<file path="config.mk">
export PLATFORM = sky130hd
export DESIGN_NAME = nand_otp_fetch
export DESIGN_NICKNAME = d
export VERILOG_FILES = /design/src/rtl/otp_fetch_pkg.sv /design/src/rtl/otp_fetch_ctrl.sv /design/src/rtl/otp_fetch_dp.sv /design/src/rtl/nand_otp_fetch.sv
export SDC_FILE = /design/constraint.sdc
export NUM_CORES = 1
export LEC_CHECK = 0
export ABC_AREA = 1
export BUFFER_PORTS_ARGS = -buffer_cell sky130_fd_sc_hd__buf_2
export CAP_MARGIN = 20
export CORE_MARGIN = 2
export CORE_UTILIZATION = 55
export DETAILED_ROUTE_END_ITERATION = 12
export HOLD_SLACK_MARGIN = 0.02
export PLACE_DENSITY = 0.75
export SLEW_MARGIN = 15
export SYNTH_ARGS = -nofsm -noshare
export SYNTH_HDL_FRONTEND = slang
export SYNTH_SLANG_ARGS = --single-unit
</file>
<file path="constraint.sdc">
create_clock -name clk -period 8.2 [get_ports clk]
set_input_delay 0.41 -clock clk [delete_from_list [all_inputs] [get_ports clk]]
set_output_delay 0.41 -clock clk [all_outputs]
set_load 0.01 [all_outputs]
</file>
<file path="src/rtl/otp_fetch_pkg.sv">
package otp_fetch_pkg;
  localparam int DQ_W    = 8;
  localparam int COL_CYC = 2;
  localparam int ROW_CYC = 3;
  localparam int ROW_W   = ROW_CYC * DQ_W;
  localparam int REP_MAX = (COL_CYC > ROW_CYC) ? COL_CYC : ROW_CYC;
  localparam int REP_W   = $clog2(REP_MAX);
  localparam int STEP_CNT = 27;
  localparam int STEP_W  = $clog2(STEP_CNT);

  localparam logic [DQ_W-1:0] OPC_RESET   = 8'hFF;
  localparam logic [DQ_W-1:0] OPC_PARM_IN = 8'h36;
  localparam logic [DQ_W-1:0] OPC_PARM_GO = 8'h16;
  localparam logic [DQ_W-1:0] OPC_UNLK_A  = 8'h17;
  localparam logic [DQ_W-1:0] OPC_UNLK_B  = 8'h04;
  localparam logic [DQ_W-1:0] OPC_UNLK_C  = 8'h19;
  localparam logic [DQ_W-1:0] OPC_RD_SET  = 8'h00;
  localparam logic [DQ_W-1:0] OPC_RD_GO   = 8'h30;
  localparam logic [DQ_W-1:0] PREG_ADDR   = 8'h38;
  localparam logic [DQ_W-1:0] PREG_OTP_ON = 8'h52;
  localparam logic [DQ_W-1:0] PREG_CLEAR  = 8'h00;

  typedef enum logic [3:0] {
    K_CMD, K_ADDR, K_WR, K_COLS, K_ROWS, K_ZROWS, K_WAIT, K_READ, K_END
  } stepKindT;

  typedef struct packed {
    stepKindT        kind;
    logic [DQ_W-1:0] val;
  } stepT;

  typedef struct packed {
    logic             cmdStb;
    logic             addrStb;
    logic             wrStb;
    logic             rdStb;
    logic             rowSel;
    logic [REP_W-1:0] rowIdx;
    logic [DQ_W-1:0]  lit;
    logic             waitOn;
    logic             load;
  } strobeT;

  function automatic stepT mkStep(input stepKindT k, input logic [DQ_W-1:0] v);
    stepT s;
    s.kind = k;
    s.val  = v;
    return s;
  endfunction

  // Fixed step program: unlock, page read, restore, closing dummy read.
  function automatic stepT stepAt(input logic [STEP_W-1:0] idx);
    case (idx)
      5'd0:  return mkStep(K_CMD,   OPC_RESET);
      5'd1:  return mkStep(K_WAIT,  '0);
      5'd2:  return mkStep(K_CMD,   OPC_PARM_IN);
      5'd3:  return mkStep(K_ADDR,  PREG_ADDR);
      5'd4:  return mkStep(K_WR,    PREG_OTP_ON);
      5'd5:  return mkStep(K_CMD,   OPC_PARM_GO);
      5'd6:  return mkStep(K_CMD,   OPC_UNLK_A);
      5'd7:  return mkStep(K_CMD,   OPC_UNLK_B);
      5'd8:  return mkStep(K_CMD,   OPC_UNLK_C);
      5'd9:  return mkStep(K_CMD,   OPC_RD_SET);
      5'd10: return mkStep(K_COLS,  '0);
      5'd11: return mkStep(K_ROWS,  '0);
      5'd12: return mkStep(K_CMD,   OPC_RD_GO);
      5'd13: return mkStep(K_WAIT,  '0);
      5'd14: return mkStep(K_READ,  '0);
      5'd15: return mkStep(K_CMD,   OPC_RESET);
      5'd16: return mkStep(K_WAIT,  '0);
      5'd17: return mkStep(K_CMD,   OPC_PARM_IN);
      5'd18: return mkStep(K_ADDR,  PREG_ADDR);
      5'd19: return mkStep(K_WR,    PREG_CLEAR);
      5'd20: return mkStep(K_CMD,   OPC_PARM_GO);
      5'd21: return mkStep(K_CMD,   OPC_RD_SET);
      5'd22: return mkStep(K_COLS,  '0);
      5'd23: return mkStep(K_ZROWS, '0);
      5'd24: return mkStep(K_CMD,   OPC_RD_GO);
      5'd25: return mkStep(K_WAIT,  '0);
      default: return mkStep(K_END, '0);
    endcase
  endfunction
endpackage

</file>
<file path="src/rtl/otp_fetch_ctrl.sv">
module otp_fetch_ctrl
  import otp_fetch_pkg::*;
(
  input  logic   clk,
  input  logic   rstN,
  input  logic   start,
  input  logic   waitDone,
  input  logic   waitFail,
  input  logic   readLast,
  input  logic   lenZero,
  output strobeT stb,
  output logic   busy,
  output logic   done,
  output logic   error
);
  logic              running;
  logic [STEP_W-1:0] stepIdx;
  logic [REP_W-1:0]  repCnt;
  logic              doneQ;
  logic              errQ;
  stepT              cur;
  logic              advance;
  logic              finish;
  logic              fail;
  logic              repeatStep;

  always_comb begin
    cur        = stepAt(stepIdx);
    stb        = '0;
    advance    = 1'b0;
    finish     = 1'b0;
    fail       = 1'b0;
    repeatStep = 1'b0;
    stb.load   = !running && start;
    if (running) begin
      case (cur.kind)
        K_CMD: begin
          stb.cmdStb = 1'b1;
          stb.lit    = cur.val;
          advance    = 1'b1;
        end
        K_ADDR: begin
          stb.addrStb = 1'b1;
          stb.lit     = cur.val;
          advance     = 1'b1;
        end
        K_WR: begin
          stb.wrStb = 1'b1;
          stb.lit   = cur.val;
          advance   = 1'b1;
        end
        K_COLS: begin
          stb.addrStb = 1'b1;
          repeatStep  = 1'b1;
          advance     = (repCnt == REP_W'(COL_CYC - 1));
        end
        K_ROWS: begin
          stb.addrStb = 1'b1;
          stb.rowSel  = 1'b1;
          stb.rowIdx  = repCnt;
          repeatStep  = 1'b1;
          advance     = (repCnt == REP_W'(ROW_CYC - 1));
        end
        K_ZROWS: begin
          stb.addrStb = 1'b1;
          repeatStep  = 1'b1;
          advance     = (repCnt == REP_W'(ROW_CYC - 1));
        end
        K_WAIT: begin
          stb.waitOn = 1'b1;
          advance    = waitDone;
          fail       = waitFail;
        end
        K_READ: begin
          if (lenZero) begin
            advance = 1'b1;
          end else begin
            stb.rdStb = 1'b1;
            advance   = readLast;
          end
        end
        default: finish = 1'b1;
      endcase
    end
  end

  always_ff @(posedge clk) begin
    if (!rstN) begin
      running <= 1'b0;
      stepIdx <= '0;
      repCnt  <= '0;
      doneQ   <= 1'b0;
      errQ    <= 1'b0;
    end else begin
      doneQ <= 1'b0;
      if (!running) begin
        if (start) begin
          running <= 1'b1;
          stepIdx <= '0;
          repCnt  <= '0;
          errQ    <= 1'b0;
        end
      end else if (fail) begin
        running <= 1'b0;
        doneQ   <= 1'b1;
        errQ    <= 1'b1;
      end else if (finish) begin
        running <= 1'b0;
        doneQ   <= 1'b1;
      end else if (advance) begin
        stepIdx <= stepIdx + STEP_W'(1);
        repCnt  <= '0;
      end else if (repeatStep) begin
        repCnt <= repCnt + REP_W'(1);
      end
    end
  end

  assign busy  = running;
  assign done  = doneQ;
  assign error = errQ;


  one_phase_chk: assert property (@(posedge clk) disable iff (!rstN)
    $onehot0({stb.cmdStb, stb.addrStb, stb.wrStb, stb.rdStb}));


  idle_quiet_chk: assert property (@(posedge clk) disable iff (!rstN)
    !busy |-> !(stb.cmdStb || stb.addrStb || stb.wrStb || stb.rdStb));


  abort_src_chk: assert property (@(posedge clk) disable iff (!rstN)
    $rose(errQ) |-> $past(stb.waitOn));


  done_end_chk: assert property (@(posedge clk) disable iff (!rstN)
    done |-> (!busy && $past(busy)));


  start_hold_chk: assert property (@(posedge clk) disable iff (!rstN)
    (busy && start && !fail && !finish) |=> busy);
endmodule

</file>
<file path="src/rtl/otp_fetch_dp.sv">
module otp_fetch_dp
  import otp_fetch_pkg::*;
#(
  parameter int LEN_W = 16,
  parameter int TO_W  = 16
) (
  input  logic             clk,
  input  logic             rstN,
  input  strobeT           stb,
  input  logic [ROW_W-1:0] pageAddr,
  input  logic [LEN_W-1:0] byteLen,
  input  logic [TO_W-1:0]  busyLimit,
  input  logic [DQ_W-1:0]  nandDqIn,
  input  logic             nandReady,
  output logic             waitDone,
  output logic             waitFail,
  output logic             readLast,
  output logic             lenZero,
  output logic             nandCle,
  output logic             nandAle,
  output logic             nandWrEn,
  output logic             nandRdEn,
  output logic [DQ_W-1:0]  nandDqOut,
  output logic [DQ_W-1:0]  rdData,
  output logic             rdValid
);
  logic [ROW_W-1:0] pageReg;
  logic [LEN_W-1:0] lenReg;
  logic [TO_W-1:0]  limitReg;
  logic [LEN_W-1:0] readIdx;
  logic [TO_W-1:0]  waitCnt;
  logic [DQ_W-1:0]  rowByte;

  always_ff @(posedge clk) begin
    if (!rstN) begin
      pageReg  <= '0;
      lenReg   <= '0;
      limitReg <= '0;
      readIdx  <= '0;
      waitCnt  <= '0;
      rdData   <= '0;
      rdValid  <= 1'b0;
    end else begin
      rdValid <= stb.rdStb;
      if (stb.rdStb) rdData <= nandDqIn;
      if (stb.load) begin
        pageReg  <= pageAddr;
        lenReg   <= byteLen;
        limitReg <= busyLimit;
        readIdx  <= '0;
      end else if (stb.rdStb) begin
        readIdx <= readIdx + LEN_W'(1);
      end
      if (stb.waitOn && !nandReady) waitCnt <= waitCnt + TO_W'(1);
      else                          waitCnt <= '0;
    end
  end

  always_comb begin
    rowByte = '0;
    for (int i = 0; i < ROW_CYC; i++) begin
      if (stb.rowIdx == REP_W'(i)) rowByte = pageReg[i*DQ_W +: DQ_W];
    end
  end

  assign waitDone  = stb.waitOn && nandReady;
  assign waitFail  = stb.waitOn && !nandReady && (waitCnt == limitReg);
  assign readLast  = (readIdx == lenReg - LEN_W'(1));
  assign lenZero   = (lenReg == '0);
  assign nandCle   = stb.cmdStb;
  assign nandAle   = stb.addrStb;
  assign nandWrEn  = stb.wrStb;
  assign nandRdEn  = stb.rdStb;
  assign nandDqOut = stb.rowSel ? rowByte : stb.lit;


  rd_capture_chk: assert property (@(posedge clk) disable iff (!rstN)
    nandRdEn |=> (rdValid && rdData == $past(nandDqIn)));


  wait_bound_chk: assert property (@(posedge clk) disable iff (!rstN)
    stb.waitOn |-> (waitCnt <= limitReg));


  read_count_chk: assert property (@(posedge clk) disable iff (!rstN)
    nandRdEn |-> (readIdx < lenReg));
endmodule

</file>
<file path="src/rtl/nand_otp_fetch.sv">
module nand_otp_fetch
  import otp_fetch_pkg::*;
#(
  parameter int LEN_W = 16,
  parameter int TO_W  = 16
) (
  input  logic             clk,
  input  logic             rstN,
  input  logic             start,
  input  logic [ROW_W-1:0] pageAddr,
  input  logic [LEN_W-1:0] byteLen,
  input  logic [TO_W-1:0]  busyLimit,
  output logic             nandCle,
  output logic             nandAle,
  output logic             nandWrEn,
  output logic             nandRdEn,
  output logic [DQ_W-1:0]  nandDqOut,
  input  logic [DQ_W-1:0]  nandDqIn,
  input  logic             nandReady,
  output logic [DQ_W-1:0]  rdData,
  output logic             rdValid,
  output logic             busy,
  output logic             done,
  output logic             error
);
  strobeT stb;
  logic   waitDone;
  logic   waitFail;
  logic   readLast;
  logic   lenZero;

  otp_fetch_ctrl uCtrl (
    .clk      (clk),
    .rstN     (rstN),
    .start    (start),
    .waitDone (waitDone),
    .waitFail (waitFail),
    .readLast (readLast),
    .lenZero  (lenZero),
    .stb      (stb),
    .busy     (busy),
    .done     (done),
    .error    (error)
  );

  otp_fetch_dp #(.LEN_W(LEN_W), .TO_W(TO_W)) uDp (
    .clk       (clk),
    .rstN      (rstN),
    .stb       (stb),
    .pageAddr  (pageAddr),
    .byteLen   (byteLen),
    .busyLimit (busyLimit),
    .nandDqIn  (nandDqIn),
    .nandReady (nandReady),
    .waitDone  (waitDone),
    .waitFail  (waitFail),
    .readLast  (readLast),
    .lenZero   (lenZero),
    .nandCle   (nandCle),
    .nandAle   (nandAle),
    .nandWrEn  (nandWrEn),
    .nandRdEn  (nandRdEn),
    .nandDqOut (nandDqOut),
    .rdData    (rdData),
    .rdValid   (rdValid)
  );
endmodule

</file>
# == Word-level counts from Yosys, hierarchy flattened ==
# Memories as Yosys holds them, arrays and structs flattened. A register that Yosys moved wholly into a read port is not among the register bits.
# Cells that the tools add are included.
# totals
word_cells,102
reg_bits,107
out_inout_bits,24
inputBits,68
mem_bits_ro,384
memories,1
# mem_list
name,depth,word_bits,rd,rd_clocked_by_memory_dff,write_ports,line,text
(name not given),32,12,1,1,0,otp_fetch_pkg.sv:53,case (idx)
# classes
mux,44
n_addsub,5
n_eq_ne,18
bitwise,1
reduce_logical,21
# op_table
operator,n
$mux 8,5
$mux 5,7
$add 16x1->16 const B,2
$eq 16x16->1,2
$mux 1,23
$eq 4x3->1 const B,4
$logic_not 16->1,1
$mux 16,1
$sub 16x1->16 const B,1
$mux 2,6
$eq 4x2->1 const B,2
$ne 2x2->1 const B,4
$reduce_and 4->1,2
$reduce_or 8->1,1
$reduce_and 2->1,3
$reduce_or 3->1,2
$add 5x1->5 const B,1
$pmux 1 s5,1
$eq 2x1->1 const B,2
$eq 2x2->1 const B,2
$eq 4x1->1 const B,1
$logic_and 1x1->1,4
$logic_not 4->1,1
$reduce_or 2->1,2
other kinds (8),9

# == Logic depth before layout (Yosys ltp) ==
# Gate-level depths: netlist of run 1.
# depth
word_depth,13
depth_mapped,27
ltp_nobuf,27

# == Cells and area by module ==
# A second synthesis of run 1 with hierarchy kept.
# hier_totals
cells_unflattened,933
area_unflattened_um2,6354.8
# modules_own_cells
mod,cells_each,n_inst,seq_area_each_um2,area_per_inst_um2
otp_fetch_dp,697,1,1941.9,4749.6
otp_fetch_ctrl,236,1,440.4,1605.3

# == Worst setup path after synthesis of run 1 ==
# Ideal clock, no wire load.
# synth_path
kind,flip-flop to flip-flop
startpoint,reg uDp.lenReg[1]
endpoint,"reg, netlist name uCtrl.cur[9]"
stages_incl_launch_ff,24
arrival_time_ns,2.675
path_buffers,0
synth_period_minus_slack_ns,2.733
required_time_ns,8.142
setup_slack_ns,5.467
setup_time_ns,0.058
cell_sequence,dfxtp_1 inv_1 ha_1 nand2_2 nor2_2 nand2_1 xor2_1 nand2_1 nor2_1 nand3_1 nand2_1 nand2_2 nand2_4 nand2_8 o21ai_0 nand2_1 ha_1 inv_1 nand4_1 nand2_1 nand2_1 nand2_1 nand2_1 nand2_1
# synth_between
elab_chain_len,9
elab_cells_between_ends,10
cone_classes,1 x add/sub; 2 x eq/ne; 5 x mux; 2 x reduce/logical
# synth_lines
element,line,text
from (decl),otp_fetch_dp.sv:28,logic [LEN_W-1:0] lenReg;
from (signal assigned),otp_fetch_dp.sv:48,lenReg <= byteLen;
$sub 16x1->16,otp_fetch_dp.sv:68,assign readLast = (readIdx == lenReg - LEN_W'(1));
$eq 16x16->1,otp_fetch_dp.sv:68,
$mux 1 *,otp_fetch_ctrl.sv:75,if (lenZero) begin
$pmux 1 s5 *,otp_fetch_ctrl.sv:36,case (cur.kind)
$mux 1 *,otp_fetch_ctrl.sv:35,if (running) begin
$ne 2x2->1 (no source line) *,-,
$reduce_and 4->1 (no source line) *,-,
$mux 5 (no source line) * (2 in series),-,
# Every way passes the cells marked *; elsewhere a longest branch is shown, timed or not.
# A chain may end at the register's enable or synchronous reset.

# == Worst setup path after layout of run 1 ==
# layout_path
startpoint,reg uDp.lenReg[1]
endpoint,"reg, netlist name uCtrl.cur[9]"
# layout_between
elab_chain_len,9
elab_cells_between_ends,10
cone_classes,1 x add/sub; 2 x eq/ne; 5 x mux; 2 x reduce/logical
# layout_lines
element,line
$sub 16x1->16,otp_fetch_dp.sv:68
$eq 16x16->1,otp_fetch_dp.sv:68
$mux 1 *,otp_fetch_ctrl.sv:75
$pmux 1 s5 *,otp_fetch_ctrl.sv:36
$mux 1 *,otp_fetch_ctrl.sv:35
$ne 2x2->1 (no source line) *,-
$reduce_and 4->1 (no source line) *,-
$mux 5 (no source line) * (2 in series),-
# Marked as above.

==> results of run 1 <==
==> how the worst max path moves through the flow <==
stage,depth (start not counted),slack [ns],endpoint
3_5_place_dp,25,4.99,uCtrl.cur[9]
3_3_place_gp,14,5.05,uCtrl.cur[9]
4_1_cts,8,4.97,nandRdEn
6_report,25,4.95,uCtrl.cur[9]
2_1_floorplan,23,5.47,uCtrl.cur[9]
5_1_grt,23,4.64,uCtrl.cur[9]
==> kinds of logic (layout without fill, tap and decap cells) <==
kind of cell             count (synthesis)  in the layout  share of synthesized area, %
adder cells (fa/ha/maj)                 11             11                         2.263
flip-flops                             119            119                         39.17
XOR/XNOR                                37             37                         5.328
AND/OR/NAND/NOR                        467            467                         35.24
AO/OA/AOI/OAI                          113            113                         10.18
buffers and inverters                  120            217                         7.817
==> worst reg2reg max path, stage by stage (launching register included) <==
cell,delay [ns]
dfxtp_1,0.29
inv_1,0.09
ha_1,0.24
nand2_2,0.12
nor2_1,0.18
nand2_1,0.07
nand2_1,0.07
nand2_1,0.05
nand2_1,0.06
nand3_1,0.07
nor2_1,0.08
nand3_1,0.10
nand2_1,0.09
nand2_2,0.06
nand2_4,0.15
nand2_8,0.11
o21ai_0,0.18
nand2_1,0.21
ha_1,0.42
inv_1,0.12
nand4_1,0.12
nand2_1,0.11
nand2_1,0.05
nand2_1,0.06
nand2_1,0.05
nand2_1,0.05
==> flip-flops by register name, summed over array words and instances (netlist names) <==
name	flops
uCtrl.busy	1
uCtrl.cur	12
uCtrl.done	1
uCtrl.error	1
uCtrl.repCnt	2
uCtrl.stepIdx	5
uDp.lenReg	16
uDp.limitReg	16
uDp.pageReg	24
uDp.rdData	8
uDp.rdValid	1
uDp.readIdx	16
uDp.waitCnt	16
==> report_power, final <==
| part | switching (mW) | internal (mW) |
|---|---|---|
| registers | 0.0189 | 0.606 |
| logic | 0.122 | 0.0718 |
| clock network | 0.261 | 0.518 |
| total | 0.402 | 1.20 |
==> per-layer routing <==
| metal | share of wire [%] | routed length [microns] | vias to the layer above | track usage [%] |
|---|---|---|---|---|
| met1 | 45 | 6729 | 2696 | 33.47 |
| met3 | 5.1 | 766 | 22 | 6.276 |
| li1 | - | - | 2986 | - |
| met2 | 48 | 7149 | 153 | 44.81 |
| met5 | 0 | 0 | - | 0 |
| met4 | 1.8 | 266 | 0 | 8.608 |
==> through the flow <==
stage	cells	worst slack, ns	power [mW]	cell area [sq um]	hold WS (ns)
after global placement	1072	5.055	0.8254	6615	0.4334
after floorplan	867	5.467	0.7716	6082	0.4188
after detailed placement	1072	4.992	0.8278	6615	0.4376
final	1104	4.950	1.598	7244	0.1156
after global routing	1104	4.637	1.668	7244	0.1097
after CTS	1104	4.967	1.606	7244	0.1009
==> placed cells by master (no fill, tap or decap), types with 4 or more instances in the layout <==
cell type,instances
bufinv_16,4
o21ai_1,4
ha_1,11
o22ai_1,8
xnor2_1,14
clkbuf_16,16
or2_2,5
xor2_1,23
clkbuf_8,4
nor2_2,9
nand3_1,97
nor3_1,14
a21oi_1,35
o21ai_0,57
buf_2,91
buf_4,4
nand4_1,15
nor2_1,68
dfxtp_1,119
nand2_2,9
nor4_1,5
inv_1,85
nand2_1,225
==> area by class of cell <==
class	count	area [sq um]
clock buffers	21	459.2
multi-input cells	628	3234
clock inverters	11	170.2
fillers	943	3548
repair buffers	95	485.5
flip-flops and latches	119	2382
well taps	140	175.2
inverters	90	337.8
==> metrics.md, run 1 <==
| Metric | Value |
|---|---|
| Static leakage | `3.321 nW` |
| Buffers plus inverters on the worst setup path | `2` |
| Worst slew margin relative to its limit | `48.54%` |
| Register-to-Register Path Depth | `25` |
| Cells on Worst Hold Path | `3` |
| Library cell with the highest instance count after synthesis | `nand2_1` |
| Worst Tran Pin Value | `0.7718 ns` |
| Final Setup Violations | `0` |
| Via/cell ratio | `5.305` |
| Area fraction of the dominant cell type after synthesis | `39.17%` |
| Part of the Yosys area used for sequential elements | `39.17%` |
| Leading cell types by count after synthesis | `225 x nand2_1, 119 x dfxtp_1, 97 x nand3_1, 85 x inv_1, 70 x nor2_1` |
| Top-Level Pins | `92` |
| Capturing element type of the critical path | `flip-flop` |
| Average detailed-routed wire length per instance | `around 14 microns` |
| Cell type contributing the most total cell area after synthesis | `dfxtp_1` |
| Cell area after synthesis | `6082 sq um` |
| Cell type with the highest occurrence count on the critical path | `nand2_1` |
| Site row count | `38` |
| Unrepaired setup endpoints after global routing | `false` |
| Global route overflow | `0` |
| Share of post-route cells with drive strength above 1 | `17.53%` |
| Worst-path maximum fanout | `9` |
| Yosys cell types | `40` |
| Deepest level of the CTS H-tree | `4` |
| Net count, final | `1,030` |
| Max Slew Vio Count | `0` |
| Worst min-delay path endpoint | `uDp.pageReg[18]` |
| Routability congestion estimate from global placement | `~0.95` |
| Highest clock frequency the design can meet | `307.7 MHz` |
| Top FF cell, synth | `dfxtp_1` |
| Cell type of the slowest stage on the worst timing path | `ha_1` |
| Accumulated negative setup slack | `0 ns` |
| Worst EP required | `~8.7 ns` |
| Arrival time at the worst endpoint | `3.71 ns` |
| Largest net degree at the start of global routing | `72` |
| Number of inserted diodes | `0` |
| Area Overhead vs Synth | `19.11%` |
| Global routing usage summed across all routing layers | `a little over a quarter` |
| Maximum number of buffers from clock root to sink | `2` |
| Power density cells | `220.5 nW/um^2` |
| Count of nets left with antenna violations after detail routing | `0` |
| Number of synthesized flops with an enable pin | `0` |
| Cells after Synth | `about 870` |
| Core Box Area | `10,790 sq um` |
| Launch instance of the worst register-to-register path | `uDp.lenReg[1]` |
| Result of the run | `complete, no violations` |
| Final setup skew | `around 0.0079 ns` |
| Later-pin clock latency in the skew report | `between 0.5 and 0.6 ns` |
| Post-synthesis sequential element count | `119` |
| Share of the core filled with cells in the final layout | `67.12%` |
| Die outline height | `109.2 microns` |
| Number of cells upsized or downsized after cts | `0` |
| R2r endpoint | `uCtrl.cur[9]` |
| Yosys Warn Count | `0` |
| DIE WIDTH | `109.2 microns` |
| Clock-pin slew on the worst setup and hold paths | `0.06 ns` |
| Root Buffer | `clkbuf_8` |
| Cell family contributing the most delay on the critical path | `simple AND/OR/NAND/NOR gates` |
| Post-synthesis area per instance | `7.015 sq um` |
| Startpoint class of the critical path | `flip-flop` |
| Hold buffers post-CTS | `0` |
| Effective utilization at floorplan | `a little under three fifths` |
| Worst setup path start | `uDp.lenReg[1]` |
| Maximum vdd ir drop | `between 0.00015 and 0.0002 V` |
| Number of buffers inserted during clock tree synthesis | `17` |
| Initial antenna violation count | `0` |
| Die area | `11,920 sq um` |
| IO buf count | `about 90` |
| Final worst path period need | `3.250 ns` |
| Via count of the first global-routing pass | `5,460` |
| Total number of clock tree sinks | `119` |
| Router iterations before antenna repair | `5` |
| Synthesized net count | `946` |
| Violation count after the first detailed-routing iteration | `428` |
| Period Utilization, post-route | `39.64%` |
| Share of flip-flops with an asynchronous set or reset | `0%` |
| Number of failing hold endpoints at the final stage | `0` |
| Register-to-register setup slack | `around 4.9 ns` |
| Crit path kind | `flip-flop to flip-flop` |
| Launch point of the worst hold path | `pageAddr[18]` |
| WL final | `14.91 mm` |
| Post-detailed-route DRC marker count | `0` |
| Biggest cell delay along the critical path | `0.42 ns` |
| Worst min-delay path class | `input pin to flip-flop` |
| Post-CTS Setup Repair Bufs | `0` |
| Leading cell types by total area after synthesis | `dfxtp_1 39%, nand2_1 14%, nand3_1 8.0%, inv_1 5.2%, o21ai_0 4.7%` |
| CTS tree | `yes` |
| DPL Wire Length | `10.45 mm` |
| Number of violations of the max-capacitance limit | `0` |
| Vias after detailed routing | `5,857` |
| First-pass GRT wire length | `24.97 mm` |
(Power assumes the default switching activity.)
==> inputs of run 2 (changes only) <==
--- a/config.mk
+++ b/config.mk
@@ -5,14 +5,14 @@
 export SDC_FILE = /design/constraint.sdc
 export NUM_CORES = 1
 export LEC_CHECK = 0
-export ABC_AREA = 1
+export ABC_AREA = 0
 export BUFFER_PORTS_ARGS = -buffer_cell sky130_fd_sc_hd__buf_2
 export CAP_MARGIN = 20
 export CORE_MARGIN = 2
 export CORE_UTILIZATION = 55
 export DETAILED_ROUTE_END_ITERATION = 12
 export HOLD_SLACK_MARGIN = 0.02
-export PLACE_DENSITY = 0.75
+export PLACE_DENSITY = 0.76
 export SLEW_MARGIN = 15
 export SYNTH_ARGS = -nofsm -noshare
 export SYNTH_HDL_FRONTEND = slang
==> constraint.sdc (replaced) <==
create_clock -name clk -period 3.3 [get_ports clk]
set_input_delay 0.165 -clock clk [delete_from_list [all_inputs] [get_ports clk]]
set_output_delay 0.165 -clock clk [all_outputs]
set_load 0.01 [all_outputs]
==> run 2 against run 1 <==
Effect of this change: the run now ends with setup timing left; non-clock buffer count grew 185; global-route usage grew 7.5 points; cell count shrank 4.8%; setup slack lost 5.8 ns; die area shrank 4.4%; clock power grew 120%; wire length grew 30%; synthesized cell count shrank 26%; fmax shrank 22%; critical endpoint is now uCtrl.cur[10]; largest power group unchanged.
==> metrics.md, run 2 <==
| Metric | Value |
|---|---|
| Top reg by flops | `uDp.pageReg (unchanged)` |
| Via/cell ratio | `5.817 (was 5.305)` |
| Worst slew margin relative to its limit | `36.64% (was 48.54%)` |
| Post-synthesis sequential element count | `119 (unchanged)` |
| Area Overhead vs Synth | `51.81% (was 19.11%)` |
| Synthesized net count | `717 (was 946)` |
| CTS tree | `yes (unchanged)` |
| Crit path kind | `flip-flop to flip-flop (unchanged)` |
| Global-route met1 utilization | `37.35% (was 33.47%)` |
| Highest clock frequency the design can meet | `238.5 MHz (was 307.7 MHz)` |
| Switching fraction of total power | `26.77% (was 25.14%)` |
| Static leakage | `3.645 nW (was 3.321 nW)` |
| Count of nets left with antenna violations after detail routing | `0 (unchanged)` |
| Worst setup path start | `uDp.lenReg[1] (unchanged)` |
| Die outline height | `106.7 microns (was 109.2 microns)` |
| Met2 usage in global routing | `61.37% (was 44.81%)` |
| Number of failing hold endpoints at the final stage | `0 (unchanged)` |
| Deepest level of the CTS H-tree | `4 (unchanged)` |
| Later-pin clock latency in the skew report | `0.54 ns (was 0.51 ns)` |
| Root Buffer | `clkbuf_8 (unchanged)` |
| Number of synthesized flops with an enable pin | `0 (unchanged)` |
| Maximum vdd ir drop | `0.0003856 V (was 0.0001592 V)` |
| PnR worst setup slack | `-0.8933 ns (was 4.950 ns)` |
| Total number of clock tree sinks | `119 (unchanged)` |
| Register-to-Register Path Depth | `18 (was 25)` |
| Net count, final | `981 (was 1,030)` |
| Capture point of the critical path | `uCtrl.cur[10] (was uCtrl.cur[9])` |
| Net Sw Power | `1.062 mW (was 0.4016 mW)` |
| Initial antenna violation count | `0 (unchanged)` |
| R2r endpoint | `uCtrl.cur[10] (was uCtrl.cur[9])` |
| Post-detailed-route DRC marker count | `0 (unchanged)` |
| Worst-path maximum fanout | `3 (was 9)` |
| Number of inserted diodes | `0 (unchanged)` |
| Cell area after synthesis | `5806 sq um (was 6082 sq um)` |
| Most frequent cells in the layout | `115 x dfxtp_1, 112 x buf_4, 91 x buf_2 (was 225 x nand2_1, 119 x dfxtp_1, 97 x nand3_1)` |
| Number of violations of the max-capacitance limit | `0 (unchanged)` |
| Effective utilization at floorplan | `56.49% (was 56.35%)` |
| Final Setup Violations | `15 (was 0)` |
| Top FF cell, synth | `dfxtp_1 (unchanged)` |
| First-pass GRT wire length | `30.38 mm (was 24.97 mm)` |
| IO buf count | `91 (unchanged)` |
| Startpoint class of the critical path | `flip-flop (unchanged)` |
| Largest net degree at the start of global routing | `57 (was 72)` |
| Core Box Area | `10,280 sq um (was 10,790 sq um)` |
| Share of post-route cells with drive strength above 1 | `33.88% (was 17.53%)` |
| Library cell with the highest instance count after synthesis | `dfxtp_1 (was nand2_1)` |
| Worst Tran Pin Value | `0.9431 ns (was 0.7718 ns)` |
| Non-Filler Cell Area, Final | `8813 sq um (was 7244 sq um)` |
| Top-Level Pins | `92 (unchanged)` |
| Clock group share of total power | `42.5% (was 48.7%)` |
| Post-synthesis area per instance | `9.100 sq um (was 7.015 sq um)` |
| Yosys Warn Count | `0 (unchanged)` |
| Launch instance of the worst register-to-register path | `uDp.lenReg[1] (unchanged)` |
| Ordered list of cells on the worst path | `inv_1 > ha_4 > xor2_2 > nand3_1 > o21bai_2 > or4_1 > or4_4 > o21ai_4 > and2_4 > buf_12 > xnor2_4 > nor2_4 > buf_4 > ha_4 > nand2b_4 > nor3_2 > o21bai_1 > or4_4` |
| Router iterations before antenna repair | `5 (unchanged)` |
| Global routing usage summed across all routing layers | `34.09% (was 26.60%)` |
| Maximum number of buffers from clock root to sink | `2 (unchanged)` |
| Final worst path period need | `4.193 ns (was 3.250 ns)` |
| Leading cell type in the layout, fill and taps excluded | `dfxtp_1 (was nand2_1)` |
| Internal portion of total power | `2.907 mW (was 1.196 mW)` |
| Worst EP required | `3.70 ns (was 8.66 ns)` |
| Failing checks | `setup timing` |
| Arrival time at the worst endpoint | `4.60 ns (was 3.71 ns)` |
| Power density cells | `450.4 nW/um^2 (was 220.5 nW/um^2)` |
| Die area | `11,390 sq um (was 11,920 sq um)` |
| Cells on Worst Hold Path | `4 (was 3)` |
| Number of buffers inserted during clock tree synthesis | `17 (unchanged)` |
| Routing usage on met3 | `8.328% (was 6.276%)` |
| Area fraction of the dominant cell type after synthesis | `41.03% (was 39.17%)` |
| Clock-pin slew on the worst setup and hold paths | `0.06 ns (about the same)` |
| Routability congestion estimate from global placement | `0.9145 (was 0.9470)` |
| Leading cell types by total area after synthesis | `dfxtp_1 41%, a22o_1 9.1%, xnor2_1 6.3%, mux2i_1 3.6%, nor2_1 3.3% (was dfxtp_1 39%, nand2_1 14%, nand3_1 8.0%, inv_1 5.2%, o21ai_0 4.7%)` |
| WL final | `19.36 mm (was 14.91 mm)` |
| Relative contribution of combinational cells to total power | `18.5% (was 12.1%)` |
| Vias after detailed routing | `6,114 (was 5,857)` |
| Capturing element type of the critical path | `flip-flop (unchanged)` |
| Leading cell types by count after synthesis | `119 x dfxtp_1, 60 x a22o_1, 51 x nor2_1, 44 x nand2_1, 42 x xnor2_1 (was 225 x nand2_1, 119 x dfxtp_1, 97 x nand3_1, 85 x inv_1, 70 x nor2_1)` |
| Flop pwr share | `39.0% (was 39.1%)` |
| Register-to-register setup slack | `-0.89 ns (was 4.95 ns)` |
| Biggest cell delay along the critical path | `0.58 ns (was 0.42 ns)` |
| Cell type contributing the most total cell area after synthesis | `dfxtp_1 (unchanged)` |
| Share of flip-flops with an asynchronous set or reset | `0% (unchanged)` |
| Cell type of the slowest stage on the worst timing path | `or4_4 (was ha_1)` |
| DIE WIDTH | `106.7 microns (was 109.2 microns)` |
| Via count of the first global-routing pass | `6,244 (was 5,460)` |
| Part of the Yosys area used for sequential elements | `41.03% (was 39.17%)` |
| Global route overflow | `0 (unchanged)` |
| Unrepaired setup endpoints after global routing | `true (was false)` |
| Flip-flop count of the largest register, all copies and words added | `24 (unchanged)` |
| Period Utilization, post-route | `127.1% (was 39.64%)` |
| Share of the core filled with cells in the final layout | `85.76% (was 67.12%)` |
| DPL Wire Length | `11.38 mm (was 10.45 mm)` |
| Site row count | `37 (was 38)` |
| Max Slew Vio Count | `0 (unchanged)` |
| Busiest grt layer | `met2 (unchanged)` |
| Average detailed-routed wire length per instance | `18.42 microns (was 13.51 microns)` |
| Area after DPL | `7239 sq um (was 6615 sq um)` |
| Worst min-delay path class | `input pin to flip-flop (unchanged)` |
| Yosys cell types | `69 (was 40)` |
| Violation count after the first detailed-routing iteration | `518 (was 428)` |
| Final setup skew | `0.006806 ns (was 0.007917 ns)` |
| Result of the run | `finished with violations (was complete, no violations)` |
| Cells after Synth | `638 (was 867)` |
## run 2: cell types whose count changed in the layout (fill, tap and decap cells not counted), sizes merged, moves of 29 or more
cell	before	now
o21ai	62	20
nor2	80	51
nand3	102	18
a22o	0	60
buf	95	213
nand2	239	45
dlygate4sd3	0	65
inv	89	20
## run 2: kinds of logic after synthesis
group	Yosys count	synth area share (%)
compound gates	147	19.01
xor+xnor	63	9.504
fa+ha+maj	11	2.371
buf+inv	54	3.879
flops	119	41.03
mux	21	3.621
simple gates	223	20.58
## run 2: critical path, delay by kind of cell, from the launching register on
kind	cells	cell delay (ns)
AO/OA/AOI/OAI	3	0.55
AND/OR/NAND/NOR	8	2.09
buffers and inverters	3	0.37
flip-flops	1	0.35
adder cells (fa/ha/maj)	2	0.45
XOR/XNOR	2	0.26
## run 2: per-layer routing
metal	up-vias	routed length, microns
met5	-	0
met4	0	734
met3	79	1101
met2	264	9841
met1	2922	7681
li1	2849	-
## run 2: what timing repair did
item | in CTS | in global routing
endpoints found under the hold margin | 69 | 0
endpoints found under the setup margin | 14 | 15
hold buffers | 65 | 0
gates cloned | 1 | 0
gates resized for setup | 33 | 16
buffers inserted | 9 | 7
pin swaps | 9 | 10
## run 2: final cells by class
class | count | area (sq um)
Multi-Input combinational cell | 465 | 3542
Timing Repair Buffer | 280 | 2093
Inverter | 19 | 78.83
Clock buffer | 20 | 435.4
Fill cell | 573 | 1464
Sequential cell | 119 | 2390
Tap cell | 136 | 170.2
Clock inverter | 12 | 103.9
## run 2: metrics by stage
stage          worst slack, ns  total power, mW  setup TNS [ns]  instances  hold slack (ns)
2_1_floorplan          -0.5690            1.904          -2.622        638           0.2735
3_3_place_gp           -0.6655            2.141          -5.321        936           0.3647
3_5_place_dp           -0.7922            2.153          -6.742        936           0.3778
4_1_cts                -0.7031            3.923          -5.222       1043          0.08664
5_1_grt                -0.9839            4.100          -9.835       1051           0.1335
6_report               -0.8933            3.969          -7.953       1051           0.1148
## run 2: power by group through the flow
| stage | Clock [mW] | Sequential [mW] | Combinational [mW] |
|---|---|---|---|
| 3_5_place_dp | 0 | 1.57 | 0.581 |
| 4_1_cts | 1.70 | 1.54 | 0.685 |
| 5_1_grt | 1.77 | 1.55 | 0.783 |
| 3_3_place_gp | 0 | 1.57 | 0.571 |
| 6_report | 1.69 | 1.55 | 0.736 |
| 2_1_floorplan | 0 | 1.57 | 0.333 |
## run 2: worst min path at each step
stage                            start  slack (ns)              end
after floorplan             byteLen[0]        0.27    uDp.lenReg[0]
after global placement     byteLen[12]        0.36   uDp.lenReg[12]
after detailed placement  busyLimit[0]        0.38  uDp.limitReg[0]
after CTS                    nandReady        0.09   uDp.waitCnt[1]
after global routing         nandReady        0.13   uDp.waitCnt[1]
final                        nandReady        0.11   uDp.waitCnt[1]
==> inputs of run 3 (changes only) <==
--- a/config.mk
+++ b/config.mk
@@ -5,14 +5,14 @@
 export SDC_FILE = /design/constraint.sdc
 export NUM_CORES = 1
 export LEC_CHECK = 0
-export ABC_AREA = 0
+export ABC_AREA = 1
 export BUFFER_PORTS_ARGS = -buffer_cell sky130_fd_sc_hd__buf_2
 export CAP_MARGIN = 20
 export CORE_MARGIN = 2
 export CORE_UTILIZATION = 55
 export DETAILED_ROUTE_END_ITERATION = 12
 export HOLD_SLACK_MARGIN = 0.02
-export PLACE_DENSITY = 0.76
+export PLACE_DENSITY = 0.75
 export SLEW_MARGIN = 15
 export SYNTH_ARGS = -nofsm -noshare
 export SYNTH_HDL_FRONTEND = slang
==> run 3 against run 2 <==
Effect of this change: the run now ends clean; design area shrank 11%; first-iteration DRC count grew 15%; clock power is essentially flat; sequential power is essentially flat; sequential cell count is the same; critical endpoint is now uCtrl.cur[3]; largest power group unchanged.
==> metrics.md, run 3 (synthesized netlist as in run 1, its figures left out) <==
| Metric | Value |
|---|---|
| DPL Wire Length | `10.59 mm (was 11.38 mm)` |
| Number of inserted diodes | `0 (unchanged)` |
| Worst EP required | `3.75 ns (was 3.70 ns)` |
| Post-detailed-route DRC marker count | `0 (unchanged)` |
| Number of buffers inserted during clock tree synthesis | `17 (unchanged)` |
| Root Buffer | `clkbuf_8 (unchanged)` |
| Launch point of the worst hold path | `start (was nandReady)` |
| Count of nets left with antenna violations after detail routing | `0 (unchanged)` |
| Launch instance of the worst register-to-register path | `uCtrl.cur[11] (was uDp.lenReg[1])` |
| Net Sw Power | `1.011 mW (was 1.062 mW)` |
| Share of the core filled with cells in the final layout | `73.02% (was 85.76%)` |
| Non-Filler Cell Area, Final | `7881 sq um (was 8813 sq um)` |
| Sum of internal, switching and leakage power | `3.818 mW (was 3.969 mW)` |
| Worst-path maximum fanout | `8 (was 3)` |
| Final setup skew | `0.007933 ns (was 0.006806 ns)` |
| Worst setup path start | `uCtrl.cur[11] (was uDp.lenReg[1])` |
| Max Slew Vio Count | `0 (unchanged)` |
| Global routing usage summed across all routing layers | `28.88% (was 34.09%)` |
| Via count of the first global-routing pass | `5,837 (was 6,244)` |
| Crit path kind | `flip-flop to flip-flop (unchanged)` |
| Maximum number of buffers from clock root to sink | `2 (unchanged)` |
| Switching fraction of total power | `26.47% (was 26.77%)` |
| Average detailed-routed wire length per instance | `14.24 microns (was 18.42 microns)` |
| Period Utilization, post-route | `92.25% (was 127.1%)` |
| Number of failing hold endpoints at the final stage | `0 (unchanged)` |
| Result of the run | `complete, no violations (was finished with violations)` |
| Startpoint class of the critical path | `flip-flop (unchanged)` |
| Total number of clock tree sinks | `119 (unchanged)` |
| Flip-flop count of the largest register, all copies and words added | `24 (unchanged)` |
| Number of fill cells in the layout | `859 (was 573)` |
| Deepest level of the CTS H-tree | `4 (unchanged)` |
| Die area | `11,920 sq um (was 11,390 sq um)` |
| Relative contribution of combinational cells to total power | `14.8% (was 18.5%)` |
| Area Overhead vs Synth | `29.58% (was 51.81%)` |
| Internal portion of total power | `2.808 mW (was 2.907 mW)` |
| Violation count after the first detailed-routing iteration | `597 (was 518)` |
| Largest net degree at the start of global routing | `71 (was 57)` |
| Most frequent cells in the layout | `224 x nand2_1, 119 x dfxtp_1, 97 x nand3_1 (was 115 x dfxtp_1, 112 x buf_4, 91 x buf_2)` |
| Power density cells | `484.5 nW/um^2 (was 450.4 nW/um^2)` |
| CTS tree | `yes (unchanged)` |
| Later-pin clock latency in the skew report | `0.52 ns (was 0.54 ns)` |
| Arrival time at the worst endpoint | `3.50 ns (was 4.60 ns)` |
| IO buf count | `91 (unchanged)` |
| Post-Place Cells | `1,075 (was 936)` |
| First-pass GRT wire length | `26.90 mm (was 30.38 mm)` |
| Leading cell type in the layout, fill and taps excluded | `nand2_1 (was dfxtp_1)` |
| Capturing element type of the critical path | `flip-flop (unchanged)` |
| Number of violations of the max-capacitance limit | `0 (unchanged)` |
| Top-Level Pins | `92 (unchanged)` |
| Clock-pin slew on the worst setup and hold paths | `0.06 ns (about the same)` |
| Pre-CTS WS | `0.1645 ns (was -0.7922 ns)` |
| Final Setup Violations | `0 (was 15)` |
| Unrepaired setup endpoints after global routing | `false (was true)` |
| Worst Tran Pin Value | `0.8252 ns (was 0.9431 ns)` |
| Global route overflow | `0 (unchanged)` |
| Site row count | `38 (was 37)` |
| PnR worst setup slack | `0.2556 ns (was -0.8933 ns)` |
| Router iterations before antenna repair | `6 (was 5)` |
| Worst hold margin | `0.09857 ns (was 0.1148 ns)` |
| Share of post-route cells with drive strength above 1 | `17.54% (was 33.88%)` |
| WL final | `16.70 mm (was 19.36 mm)` |
| Routability congestion estimate from global placement | `0.9410 (was 0.9145)` |
| Clock group share of total power | `44.5% (was 42.5%)` |
| Static leakage | `3.574 nW (was 3.645 nW)` |
| Maximum vdd ir drop | `0.0004055 V (was 0.0003856 V)` |
| Initial antenna violation count | `0 (unchanged)` |
| Area after DPL | `6638 sq um (was 7239 sq um)` |
| Accumulated negative setup slack | `0 ns (was -7.953 ns)` |
| Vias after detailed routing | `6,198 (was 6,114)` |
| Worst min-delay path class | `input pin to flip-flop (unchanged)` |
| DIE WIDTH | `109.2 microns (was 106.7 microns)` |
| Final worst path period need | `3.044 ns (was 4.193 ns)` |
| Highest clock frequency the design can meet | `328.5 MHz (was 238.5 MHz)` |
| Top reg by flops | `uDp.pageReg (unchanged)` |
| Cells on Worst Hold Path | `4 (unchanged)` |
| Register-to-Register Path Depth | `18 (unchanged)` |
| Net count, final | `1,100 (was 981)` |
| Worst slew margin relative to its limit | `44.99% (was 36.64%)` |
| Die outline height | `109.2 microns (was 106.7 microns)` |
| Effective utilization at floorplan | `56.35% (was 56.49%)` |
| Core Box Area | `10,790 sq um (was 10,280 sq um)` |
| Post-Layout Cell Count | `1,172 (was 1,051)` |
| Flop pwr share | `40.6% (was 39.0%)` |
| Via/cell ratio | `5.288 (was 5.817)` |
-- run 3: path summary, 6_finish.rpt --
check / endpoint / slack, ns
setup / recovery: uCtrl.cur[3] / 0.26
hold / removal: uCtrl.error / 0.1
setup reg to reg: uCtrl.cur[3] / 0.26
hold reg to reg: uDp.pageReg[11] / 0.45
-- run 3: final cells by class --
class / count / area, sq um / area share, %
Clock buffer: 22 / 473.0 / 6.001
Clock inverter: 8 / 73.82 / 0.9367
Inverter: 90 / 337.8 / 4.286
Multi-Input combinational cell: 629 / 3276 / 41.56
Sequential cell: 119 / 2382 / 30.23
Tap cell: 140 / 175.2 / 2.223
Timing Repair Buffer: 164 / 1164 / 14.76
-- run 3: timing repair --
action                     in CTS  in global routing
hold buffers                   64                  0
setup endpoints to repair       0                 11
buffers inserted                0                  2
hold endpoints to repair       64                  0
resized for setup               0                 10
-- run 3: critical path, cell delays in order (launching register included) --
cell      delay, ns
dfxtp_1        0.32
inv_1          0.07
nand2_1        0.11
nor2_1         0.24
o21ai_0        0.12
a221oi_1       0.59
nand2_4        0.18
nand2_8        0.15
nand2_1        0.06
o21ai_1        0.09
nand2_2        0.16
inv_2          0.15
ha_2           0.21
nand4_1        0.11
nand2_1        0.15
nand2_1        0.09
nand2_1        0.07
nand2_1        0.04
nand2_1        0.06
-- run 3: per-layer routing --
layer  GRT usage [%]  wire length [microns]  vias up  share of wire, %
met5               0                      0        -                 0
met3           6.336                    908       22               5.4
met2           48.54                   8094      203                48
met4           8.242                    228        0               1.4
met1           37.17                   7464     2845                45
li1                -                      -     3128                 -
-- run 3: power by group through the flow --
stage          combinational [mW]  clock [mW]  sequential (mW)
2_1_floorplan               0.348           0             1.57
3_3_place_gp                0.483           0             1.58
3_5_place_dp                0.485           0             1.58
4_1_cts                     0.546        1.71             1.55
5_1_grt                     0.630        1.78             1.56
6_report                    0.567        1.70             1.55
